[config.mk]
export PLATFORM = sky130hd
export DESIGN_NAME = cbus_fifo_arbiter
export DESIGN_NICKNAME = d
export VERILOG_FILES = /design/src/rtl/cbus_arb_pkg.sv /design/src/rtl/cbus_arb_admit.sv /design/src/rtl/cbus_arb_queue.sv /design/src/rtl/cbus_arb_tenure.sv /design/src/rtl/cbus_arb_stall_ctr.sv /design/src/rtl/cbus_fifo_arbiter.sv
export SDC_FILE = /design/constraint.sdc
export NUM_CORES = 1
export LEC_CHECK = 0
export ABC_CLOCK_PERIOD_IN_PS = 9600
export BUFFER_PORTS_ARGS = -buffer_cell sky130_fd_sc_hd__buf_2
export CAP_MARGIN = 20
export CORE_ASPECT_RATIO = 0.8
export CORE_UTILIZATION = 57
export CTS_CLUSTER_DIAMETER = 100
export DETAILED_ROUTE_END_ITERATION = 6
export GPL_TIMING_DRIVEN = 0
export HOLD_SLACK_MARGIN = 0.03
export PLACE_DENSITY = 0.9
export SYNTH_ARGS = -nofsm -noshare
export SYNTH_HDL_FRONTEND = slang
export SYNTH_SLANG_ARGS = --single-unit
[constraint.sdc]
create_clock -name clk -period 9.6 [get_ports clk]
set_clock_uncertainty 0.1 [all_clocks]
set_input_delay 0 -clock clk [delete_from_list [all_inputs] [get_ports clk]]
set_output_delay 0 -clock clk [all_outputs]
set_load 0.005 [all_outputs]
[src/rtl/cbus_arb_pkg.sv]
package cbus_arb_pkg;

  // Bus ownership phase of the tenure sequencer.
  typedef enum logic [1:0] {
    TN_IDLE  = 2'd0,
    TN_DATA  = 2'd1,
    TN_RESET = 2'd2
  } tenure_e;

endpackage

[src/rtl/cbus_arb_admit.sv]
// Decides which requests are new this cycle; remembers served ports
// until they release their request line.
module cbus_arb_admit #(
  parameter int NPORT = 8,
  parameter int IW    = $clog2(NPORT)
) (
  input  logic             clk,
  input  logic             rst,
  input  logic [NPORT-1:0] req,
  input  logic [NPORT-1:0] in_queue,
  input  logic [NPORT-1:0] own_mask,
  input  logic             take,
  input  logic [IW-1:0]    take_idx,
  output logic [NPORT-1:0] arrive
);

  logic [NPORT-1:0] blocked_q;

  always_comb arrive = req & ~in_queue & ~blocked_q & ~own_mask;

  for (genvar g = 0; g < NPORT; g++) begin : g_blk
    always_ff @(posedge clk) begin
      if (rst) begin
        blocked_q[g] <= 1'b0;
      end else if (take && (take_idx == IW'(g))) begin
        blocked_q[g] <= 1'b1;
      end else if (!req[g] && !own_mask[g]) begin
        blocked_q[g] <= 1'b0;
      end
    end
  end

endmodule

[src/rtl/cbus_arb_queue.sv]
// Arrival-ordered queue of port indices. Same-cycle arrivals are
// appended in ascending index order behind the entries already held.
module cbus_arb_queue #(
  parameter int NPORT = 8,
  parameter int IW    = $clog2(NPORT)
) (
  input  logic             clk,
  input  logic             rst,
  input  logic [NPORT-1:0] arrive,
  input  logic             take,
  output logic [IW-1:0]    head_idx,
  output logic             head_vld,
  output logic [NPORT-1:0] in_queue
);

  localparam int CW = $clog2(NPORT + 1);

  logic [IW-1:0] slot_q [NPORT];
  logic [CW-1:0] cnt_q;
  logic [IW-1:0] merged [NPORT];
  logic [CW-1:0] mcnt;

  // Held entries followed by this cycle's arrivals.
  always_comb begin
    for (int j = 0; j < NPORT; j++) merged[j] = slot_q[j];
    mcnt = cnt_q;
    for (int i = 0; i < NPORT; i++) begin
      if (arrive[i]) begin
        for (int j = 0; j < NPORT; j++) begin
          if (CW'(j) == mcnt) merged[j] = IW'(i);
        end
        mcnt = mcnt + CW'(1);
      end
    end
  end

  always_comb begin
    head_idx = merged[0];
    head_vld = (mcnt != '0);
  end

  always_comb begin
    in_queue = '0;
    for (int j = 0; j < NPORT; j++) begin
      if (CW'(j) < cnt_q) in_queue[slot_q[j]] = 1'b1;
    end
  end

  always_ff @(posedge clk) begin
    if (rst) begin
      cnt_q <= '0;
      for (int j = 0; j < NPORT; j++) slot_q[j] <= '0;
    end else if (take) begin
      for (int j = 0; j < NPORT - 1; j++) slot_q[j] <= merged[j+1];
      slot_q[NPORT-1] <= merged[NPORT-1];
      cnt_q <= mcnt - CW'(1);
    end else begin
      for (int j = 0; j < NPORT; j++) slot_q[j] <= merged[j];
      cnt_q <= mcnt;
    end
  end

endmodule

[src/rtl/cbus_arb_tenure.sv]
// Owner register and phase counter: DATA_CYC data cycles, then one
// reset cycle, then the bus is free for the next owner.
module cbus_arb_tenure
  import cbus_arb_pkg::*;
#(
  parameter int NPORT    = 8,
  parameter int IW       = $clog2(NPORT),
  parameter int DATA_CYC = 3
) (
  input  logic             clk,
  input  logic             rst,
  input  logic             head_vld,
  input  logic [IW-1:0]    head_idx,
  output logic             take,
  output logic [IW-1:0]    owner,
  output logic [NPORT-1:0] grant,
  output logic [NPORT-1:0] own_mask,
  output logic             busy
);

  localparam int PW = $clog2(DATA_CYC + 1);
  localparam logic [PW-1:0] LAST_PH = PW'(DATA_CYC - 1);

  tenure_e          st_q;
  logic [IW-1:0]    own_q;
  logic [PW-1:0]    ph_q;
  logic [NPORT-1:0] own_oh;

  always_comb take = (st_q != TN_DATA) && head_vld;

  always_comb begin
    own_oh = '0;
    own_oh[own_q] = 1'b1;
  end

  always_comb begin
    owner    = own_q;
    busy     = (st_q != TN_IDLE);
    grant    = (st_q == TN_DATA) ? own_oh : '0;
    own_mask = busy ? own_oh : '0;
  end

  always_ff @(posedge clk) begin
    if (rst) begin
      st_q  <= TN_IDLE;
      own_q <= '0;
      ph_q  <= '0;
    end else if (take) begin
      st_q  <= TN_DATA;
      own_q <= head_idx;
      ph_q  <= '0;
    end else begin
      unique case (st_q)
        TN_DATA: begin
          if (ph_q == LAST_PH) st_q <= TN_RESET;
          else                 ph_q <= ph_q + PW'(1);
        end
        TN_RESET: st_q <= TN_IDLE;
        default:  st_q <= TN_IDLE;
      endcase
    end
  end

endmodule

[src/rtl/cbus_arb_stall_ctr.sv]
// Saturating count of stalled cycles for one port.
module cbus_arb_stall_ctr #(
  parameter int CNT_W = 32
) (
  input  logic             clk,
  input  logic             rst,
  input  logic             inc,
  output logic [CNT_W-1:0] cnt
);

  always_ff @(posedge clk) begin
    if (rst)                   cnt <= '0;
    else if (inc && cnt != '1) cnt <= cnt + CNT_W'(1);
  end

endmodule

[src/rtl/cbus_fifo_arbiter.sv]
module cbus_fifo_arbiter #(
  parameter int NPORT    = 8,
  parameter int DATA_CYC = 3,
  parameter int CNT_W    = 32
) (
  input  logic                   clk,
  input  logic                   rst,
  input  logic [NPORT-1:0]       bus_req,
  output logic [NPORT-1:0]       bus_gnt,
  output logic [NPORT-1:0]       bus_stall,
  output logic                   bus_busy,
  output logic [NPORT*CNT_W-1:0] stall_cnt
);

  localparam int IW = $clog2(NPORT);

  logic [NPORT-1:0] arrive;
  logic [NPORT-1:0] in_queue;
  logic [NPORT-1:0] own_mask;
  logic [IW-1:0]    head_idx;
  logic [IW-1:0]    owner;
  logic             head_vld;
  logic             take;

  cbus_arb_admit #(.NPORT(NPORT), .IW(IW)) u_admit (
    .clk      (clk),
    .rst      (rst),
    .req      (bus_req),
    .in_queue (in_queue),
    .own_mask (own_mask),
    .take     (take),
    .take_idx (head_idx),
    .arrive   (arrive)
  );

  cbus_arb_queue #(.NPORT(NPORT), .IW(IW)) u_queue (
    .clk      (clk),
    .rst      (rst),
    .arrive   (arrive),
    .take     (take),
    .head_idx (head_idx),
    .head_vld (head_vld),
    .in_queue (in_queue)
  );

  cbus_arb_tenure #(.NPORT(NPORT), .IW(IW), .DATA_CYC(DATA_CYC)) u_tenure (
    .clk      (clk),
    .rst      (rst),
    .head_vld (head_vld),
    .head_idx (head_idx),
    .take     (take),
    .owner    (owner),
    .grant    (bus_gnt),
    .own_mask (own_mask),
    .busy     (bus_busy)
  );

  always_comb bus_stall = bus_req & ~bus_gnt;

  for (genvar g = 0; g < NPORT; g++) begin : g_ctr
    cbus_arb_stall_ctr #(.CNT_W(CNT_W)) u_ctr (
      .clk (clk),
      .rst (rst),
      .inc (bus_stall[g]),
      .cnt (stall_cnt[g*CNT_W +: CNT_W])
    );
  end

endmodule

# Yosys cells after proc, flatten, opt, wreduce, memory -nomap -nowiden
# Memories as Yosys holds them, arrays and structs flattened.
# Index checks and enable logic that the tools add are counted.
[word_totals] latchBits=0 ram_bits=24 mem_count=1 register_bits=275 mem_bits_ro=0 word_cells=398 inputBits=10 output_inout_bits=273
[classes] shift=0 bitwise=33 div_mod_pow=0 mul=0 eq_ne=75 mux=152 order_cmp=26 addsub=18 reduce_logical=72
[memory_table] memory="u_queue.slot_q" words=8 word_bits=3 rd=8 rd_clocked_by_memory_dff=0 wr=8 line="cbus_arb_queue.sv:18" source="logic [IW-1:0] slot_q [NPORT];"
[ops] cell="adder 32 x 1 -> 32 bit (second input constant)" count=8
[ops] cell="!= test 32 bit (second input constant)" count=8
[ops] cell="two-way mux 3 bit" count=80
[ops] cell="two-way mux 24 bit" count=8
[ops] cell="== test 3 x 4 -> 1 bit (first input constant)" count=32
[ops] cell="two-way mux 8 bit" count=10
[ops] cell="== test 2 x 4 -> 1 bit (first input constant)" count=16
[ops] cell="bitwise OR 8 bit" count=7
[ops] cell="< comparator 3 x 4 -> 1 bit (second input constant)" count=9
[ops] cell="two-way mux 1 bit" count=36
[ops] cell="two-way mux 4 bit" count=9
[ops] cell="logical AND 1 bit" count=34
[ops] cell="adder 4 x 1 -> 4 bit (second input constant)" count=8
[ops] cell="bitwise AND 8 bit" count=4
[ops] cell="== test 1 x 4 -> 1 bit (first input constant)" count=8
[ops] cell="logical NOT 4 bit" count=8
[ops] cell="inverter 8 bit" count=4
[ops] cell="demux 1 bit (select 3 bit)" count=9
[ops] cell=">= comparator 3 x 1 -> 1 bit (second input constant)" count=9
[ops] cell="nonzero test 2 bit" count=9
[ops] cell="logical NOT 1 bit" count=16
[ops] cell="< comparator 3 x 4 -> 1 bit (first input constant)" count=4
[ops] cell="bitwise OR 1 bit" count=16
[ops] cell="== test 3 bit (second input constant)" count=4
[ops] cell="16 further kinds" count=20

# Logic depth before layout (Yosys ltp)
# An unclocked memory read counts as a cell.
[depth] word_depth=46 mapped_depth=37 depth_no_buf=34

# Modules after synthesis
# A second synthesis with hierarchy kept.
[hier_totals] hier_cells=2356 area_unflattened_um2=19208.4
[modules_own_cells] mod="cbus_arb_stall_ctr" seq_area_each_um2=640.6 instances=8 area_per_inst_um2=1674.1 cells_per_inst=199
[modules_own_cells] mod="cbus_arb_queue" seq_area_each_um2=800.8 instances=1 area_per_inst_um2=4892.2 cells_per_inst=656
[modules_own_cells] mod="cbus_arb_tenure" seq_area_each_um2=140.1 instances=1 area_per_inst_um2=422.9 cells_per_inst=59
[modules_own_cells] mod="cbus_arb_admit" seq_area_each_um2=160.2 instances=1 area_per_inst_um2=390.4 cells_per_inst=41
[modules_own_cells] mod="cbus_fifo_arbiter" seq_area_each_um2=0.0 instances=1 area_per_inst_um2=110.1 cells_per_inst=8

# Least setup slack after synthesis
# OpenSTA, ideal clock, no wires.
[synth_timing] path_type="register -> register" start="register u_queue.cnt_q[1]" end="memory u_queue.slot_q[1][5] (netlist bit), data pin" required_time_ns=9.238 setup_ns=0.262 path_buffers=2 stages_incl_launch_ff=36 arrival_ns=7.042 setup_slack_ns=2.196 synth_period_minus_slack_ns=7.404 cell_sequence="dfxtp_1 buf_2 inv_1 ha_1 or3b_1 nand3b_1 nand3_1 nor4_1 nor2_2 ha_1 nand3_1 o21a_1 ha_1 inv_1 nand2_1 nand2_1 ha_1 a21oi_1 ha_1 and2_1 a211oi_1 ha_1 nand2b_1 o31ai_1 nand2_1 inv_1 ha_1 mux2_2 inv_1 ha_1 mux2_2 ha_1 nand2_1 o21a_1 buf_6 mux2_1"
[synth_lines] item="start, declared" line="cbus_arb_queue.sv:19" source="logic [CW-1:0] cnt_q;"
[synth_lines] item="start signal, assigned" line="cbus_arb_queue.sv:56" source="cnt_q <= mcnt - CW'(1);"
[synth_lines] item="start signal, assigned" line="cbus_arb_queue.sv:59" source="cnt_q <= mcnt;"
[synth_lines] item="end, declared" line="cbus_arb_queue.sv:18"

# Worst setup path in the final report
[layout_timing] start="register u_queue.cnt_q[1]" end="register u_admit.blocked_q[2]"
[layout_between] elab_chain_len=39 word_cells_on_any_way=73 cone_classes="8 x add/sub; 8 x order compare; 1 x eq/ne; 33 x mux; 11 x bitwise; 12 x reduce/logical"
[layout_lines] item="< comparator 1 x 4 -> 1 bit" line="cbus_arb_queue.sv:45" source="if (CW'(j) < cnt_q) in_queue[slot_q[j]] = 1'b1;"
[layout_lines] item="two-way mux 8 bit" line="cbus_arb_queue.sv:45"
[layout_lines] item="bitwise OR 8 bit (no line)"
[layout_lines] item="two-way mux 8 bit" line="cbus_arb_queue.sv:45"
[layout_lines] item="bitwise OR 8 bit (no line)"
[layout_lines] item="two-way mux 8 bit" line="cbus_arb_queue.sv:45"
[layout_lines] item="bitwise OR 8 bit (no line)"
[layout_lines] item="two-way mux 8 bit" line="cbus_arb_queue.sv:45"
[layout_lines] item="(+23 left out)"
[layout_lines] item="adder 4 x 1 -> 4 bit (tied with other cells)" line="cbus_arb_queue.sv:32" source="mcnt = mcnt + CW'(1);"
[layout_lines] item="two-way mux 4 bit or two-way mux 3 bit (tied branches)" line="cbus_arb_queue.sv:28, cbus_arb_queue.sv:30"
[layout_lines] item="adder 4 x 1 -> 4 bit (tied with other cells)" line="cbus_arb_queue.sv:32"
[layout_lines] item="two-way mux 4 bit or two-way mux 3 bit (tied branches)" line="cbus_arb_queue.sv:28, cbus_arb_queue.sv:30"
[layout_lines] item="nonzero test 4 bit or two-way mux 24 bit (tied branches)" line="cbus_arb_queue.sv:39, cbus_arb_queue.sv:28"
[layout_lines] item="logical AND 1 bit or == test 3 x 2 -> 1 bit (tied branches)" line="cbus_arb_tenure.sv:29, cbus_arb_admit.sv:25"
[layout_lines] item="logical AND 1 bit *" line="cbus_arb_admit.sv:25" source="end else if (take && (take_idx == IW'(g))) begin"
[layout_lines] item="two-way mux 1 bit or nonzero test 2 bit (tied branches)"
[layout_lines] item="end signal, assigned by index" line="cbus_arb_admit.sv:24" source="blocked_q[g] <= 1'b0;"
[layout_lines] item="end signal, assigned by index" line="cbus_arb_admit.sv:26" source="blocked_q[g] <= 1'b1;"
[layout_lines] item="end signal, assigned by index" line="cbus_arb_admit.sv:28" source="blocked_q[g] <= 1'b0;"
[layout_lines] item="end, declared" line="cbus_arb_admit.sv:17" source="logic [NPORT-1:0] blocked_q;"
# Every way passes the cells marked *; elsewhere a longest branch is shown, timed or not.
# A chain may end at the register's enable or synchronous reset.

==> results_dict.tcl <==
set metrics [dict create \
    outcome "complete, but fails checks" \
    failed_checks "design-rule violations" \
    synthSimpleGateAreaFrac_pct 29.45 \
    routabilityCongestion 0.9556 \
    synth_sequential_area_ratio_pct 37.38 \
    cts_inserted_buffers 29 \
    crit_path_start_kind "flip-flop" \
    timing.critical_path.arrival_ps 9330 \
    switching_share_pct 48.84 \
    routedWlPerCell_um 19.14 \
    area_growth_pct 18.46 \
    netlist-cell-type-count 99 \
    syn_area_per_cell_um2 8.267 \
    total_number_of_vias 16405 \
    fmax_mhz 112.0 \
    fraction_of_synthesized_cell_area_in_xor_and_xnor_cells_pct 13.71 \
    wl_met3_um 5355 \
    dr.max_layer_used "met4" \
    wl_met2_um 23610 \
    cp.buffers_inverters 6 \
    critical-path-top-delay-family "simple AND/OR/NAND/NOR gates" \
    number_of_instances_in_the_synthesized_netlist 2015 \
    antennaDiodeCount 0 \
    finish.utilization_pct 69.26 \
    grt_setup_unrepaired "false" \
    power.share.sequential_pct 21.0 \
    tns_ps 0 \
    num_io_pins 283 \
    ir_worst_vdd_v 0.0003914 \
    reg2reg_setup_slack_ps 670 \
    clockRootBuffer "sky130_fd_sc_hd__clkbuf_16" \
    crit_type "reg2reg" \
    worst-slew-pin-transition_ps 845.2 \
    holdCritStartpoint "bus_req[7]" \
    setup_viol_count_final 0 \
    timing.rr.end "u_admit.blocked_q[2]" \
    total_number_of_placement_rows 55 \
    intPower_mw 3.871 \
    min_period_ps 8931 \
    hold-path-cell-count 4 \
    setup.worst_path.end_class "flip-flop" \
    die-height_um 154.9 \
    r2r_start "u_queue.cnt_q[1]" \
    cts.sink_count 299 \
    worst_hold_path_type "in2reg" \
    count_of_synthesis_stage_warnings_from_yosys 0 \
    h-tree-depth 1 \
    final-max-slew-violation-count 0 \
    routed_wirelength_um 52700 \
    crit_path_top_delay_cell "sky130_fd_sc_hd__dlygate4sd3_1" \
    die_area_um2 29920 \
    detailedPlacementHpwl_um 40210 \
    die_w_um 193.1 \
    initial_utilization_pct 58.47 \
    port-buffer-count 282 \
    reg2regPathDepth 36 \
    gr-usage-all-layers_pct 34.32 \
    adder_cell_fraction_of_synth_area_pct 3.080 \
    power_frac_clock_pct 15.6 \
    synthMuxAreaShare_pct 1.119 \
    clk_transition_reported_paths_ps 60 \
    synth_top_family_by_area "simple AND/OR/NAND/NOR gates" \
    postRouteAntennaNets 0 \
    power_leakage_nw 8.309 \
    num-fill-cells 2185 \
    post_synthesis_compound_gate_area_fraction_pct 11.50 \
    coreArea_um2 28490 \
    first_global_vias 15694 \
    dpl_worst_slack_ps 644.8 \
    path_max_fanout 8 \
    synth_enable_flop_cells 24 \
    fin_area_um2 19730 \
    power.density_nw_per_um2 383.5 \
    timing_hold_violations_final 0 \
    share_comb_of_total_power_pct 63.4 \
    syn-cell-area_um2 16660 \
    fin_crit_sh_pct 93.03 \
    synth_seq_cells 299 \
    final_critical_path_setup_slack_ps 669.1 \
    overflow 0 \
    layout-drive-gt1-share_pct 16.86 \
    clkLatencyLatePin_ps 570 \
    timing.slew.headroom_pct 43.65 \
    synth-main-ff-cell "sky130_fd_sc_hd__dfxtp_1" \
    grt_antenna_before_repair 0 \
    endpoint_required_time_on_the_critical_path_ps 10000 \
    holdPathEnd "u_admit.blocked_q[7]" \
    grt_pass1_wl_um 81960 \
    crit_top_cell "sky130_fd_sc_hd__ha_1" \
    cts_post_setup_buffers_inserted 0 \
    cts_tree "done" \
    detail_route.first_pass.iterations 7 \
    drtIter0Drc 1608 \
    vias_per_cell 5.957 \
    post_dp_cell_area_um2 18620 \
    drc 16 \
    net-switching-power_mw 3.696 \
    total_power_mw 7.567 \
    largest_net_degree_at_the_start_of_global_routing 16 \
    nets_finish 2415 \
    wl_met1_um 21710 \
    cts_max_path_buffers 3 \
    max-cap-violations 0 \
    critPathMaxStageDelay_ps 550 \
    async_sr_flop_fraction_pct 0 \
]
final cells by class:
| cell class | instances | area (um^2) | share of cell area, % |
|---|---|---|---|
| Buffer | 79 | 405.4 | 2.054 |
| Clock buffer | 45 | 887.1 | 4.496 |
| Clock inverter | 6 | 93.84 | 0.4756 |
| Inverter | 58 | 217.7 | 1.103 |
| Multi-Input combinational cell | 1602 | 9906 | 50.20 |
| Sequential cell | 299 | 6226 | 31.55 |
| Tap cell | 370 | 462.9 | 2.346 |
| Timing Repair Buffer | 295 | 1534 | 7.774 |
power by group through the flow:
stage / combinational [mW] / sequential (mW) / clock [mW]
2_1_floorplan: 3.48 / 1.53 / 0
3_3_place_gp: 4.51 / 1.60 / 0
3_5_place_dp: 4.60 / 1.60 / 0
4_1_cts: 4.66 / 1.57 / 1.19
5_1_grt: 5.24 / 1.59 / 1.24
6_report: 4.80 / 1.59 / 1.18
worst max-delay path by stage:
stage / start / endpoint / cells after the start
global placement: u_queue.cnt_q[1] / u_queue.slot_q[0][6] / 35
CTS: u_queue.cnt_q[1] / u_admit.blocked_q[2] / 36
detailed placement: u_queue.cnt_q[1] / u_queue.slot_q[0][6] / 35
finish: u_queue.cnt_q[1] / u_admit.blocked_q[2] / 36
global route: u_queue.cnt_q[1] / u_admit.blocked_q[3] / 36
floorplan: u_queue.cnt_q[1] / u_queue.slot_q[1][5] / 35
cell families (layout without fill, tap and decap cells):
logic type | after synthesis | count (layout)
mux | 17 | 17
buf+inv | 137 | 483
flops | 299 | 299
other cells | 1 | 24
compound gates | 279 | 279
fa+ha+maj | 41 | 41
simple gates | 996 | 996
xor+xnor | 245 | 245
synth_stat cells (all sizes together), types with 6 or more instances:
cell | n | area share [%]
nor2 | 337 | 7.6
dfxtp | 275 | 33
nand2 | 187 | 4.2
xor2 | 151 | 8.0
nand3 | 123 | 3.7
xnor2 | 88 | 4.9
a21oi | 71 | 2.2
o21ai | 70 | 2.2
and3 | 62 | 2.3
inv | 58 | 1.3
clkbuf | 52 | 1.2
or3 | 51 | 1.9
nor3 | 48 | 1.6
ha | 41 | 3.1
nand4 | 39 | 1.5
and4 | 29 | 1.5
nor2b | 28 | 1.1
buf | 27 | 1.3
and2 | 24 | 0.90
edfxtp | 24 | 4.3
nand2b | 16 | 0.60
a31oi | 15 | 0.64
a211oi | 11 | 0.62
a32oi | 11 | 0.58
mux2i | 10 | 0.62
nor4 | 10 | 0.47
o22ai | 10 | 0.38
nand3b | 9 | 0.41
o2bb2ai | 9 | 0.47
nand4b | 8 | 0.42
o31ai | 8 | 0.36
mux2 | 7 | 0.50
a22oi | 6 | 0.27
or2 | 6 | 0.23
xnor3 | 6 | 0.83
worst min-delay path, cell delays in order:
cell and delay (ps):
sky130_fd_sc_hd__dlygate4sd3_1 530, sky130_fd_sc_hd__buf_2 130, sky130_fd_sc_hd__o21ai_0 90, sky130_fd_sc_hd__o21ai_1 80
cell usage in the layout, fill, tap and decap left out, types with 28 or more instances in the layout:
cell type,instances
sky130_fd_sc_hd__nor2_1,334
sky130_fd_sc_hd__nand3_1,123
sky130_fd_sc_hd__nor2b_1,28
sky130_fd_sc_hd__o21ai_0,66
sky130_fd_sc_hd__a21oi_1,70
sky130_fd_sc_hd__and4_1,29
sky130_fd_sc_hd__nand4_1,39
sky130_fd_sc_hd__xnor2_1,82
sky130_fd_sc_hd__dfxtp_1,275
sky130_fd_sc_hd__clkbuf_16,30
sky130_fd_sc_hd__or3_1,50
sky130_fd_sc_hd__clkbuf_1,59
sky130_fd_sc_hd__ha_1,41
sky130_fd_sc_hd__xor2_1,150
sky130_fd_sc_hd__nand2_1,186
sky130_fd_sc_hd__nor3_1,44
sky130_fd_sc_hd__buf_2,285
sky130_fd_sc_hd__and3_1,62
sky130_fd_sc_hd__inv_1,57
sequential cells by signal, summed over array words and instances, names as in the netlist:
name               flops
g_ctr.u_ctr.cnt      256
u_admit.blocked_q      8
u_queue.cnt_q          4
u_queue.slot_q        24
u_tenure.owner         3
u_tenure.ph_q          2
u_tenure.st_q          2
what timing repair did:
| item | CTS | global route |
|---|---|---|
| hold buffers | 11 | 0 |
| gates resized for setup | 0 | 2 |
| setup endpoints to repair | 0 | 17 |
| hold endpoints to repair | 18 | 0 |
stage by stage:
| step | cells | hold WS [ps] |
|---|---|---|
| after floorplan | 2038 | 42.08 |
| after global placement | 2690 | 184.4 |
| after detailed placement | 2690 | 191.3 |
| after CTS | 2752 | 180.1 |
| after global routing | 2754 | 224.1 |
| final | 2754 | 208.8 |
routing by layer:
metal  global-route usage, %  vias to the layer above
met2                   55.39                      781
li1                        -                     7687
met4                   13.06                        0
met1                   43.91                     7807
met3                   8.753                      130
met5                       0                        -
Note: power is estimated with default switching activity, not from simulation.
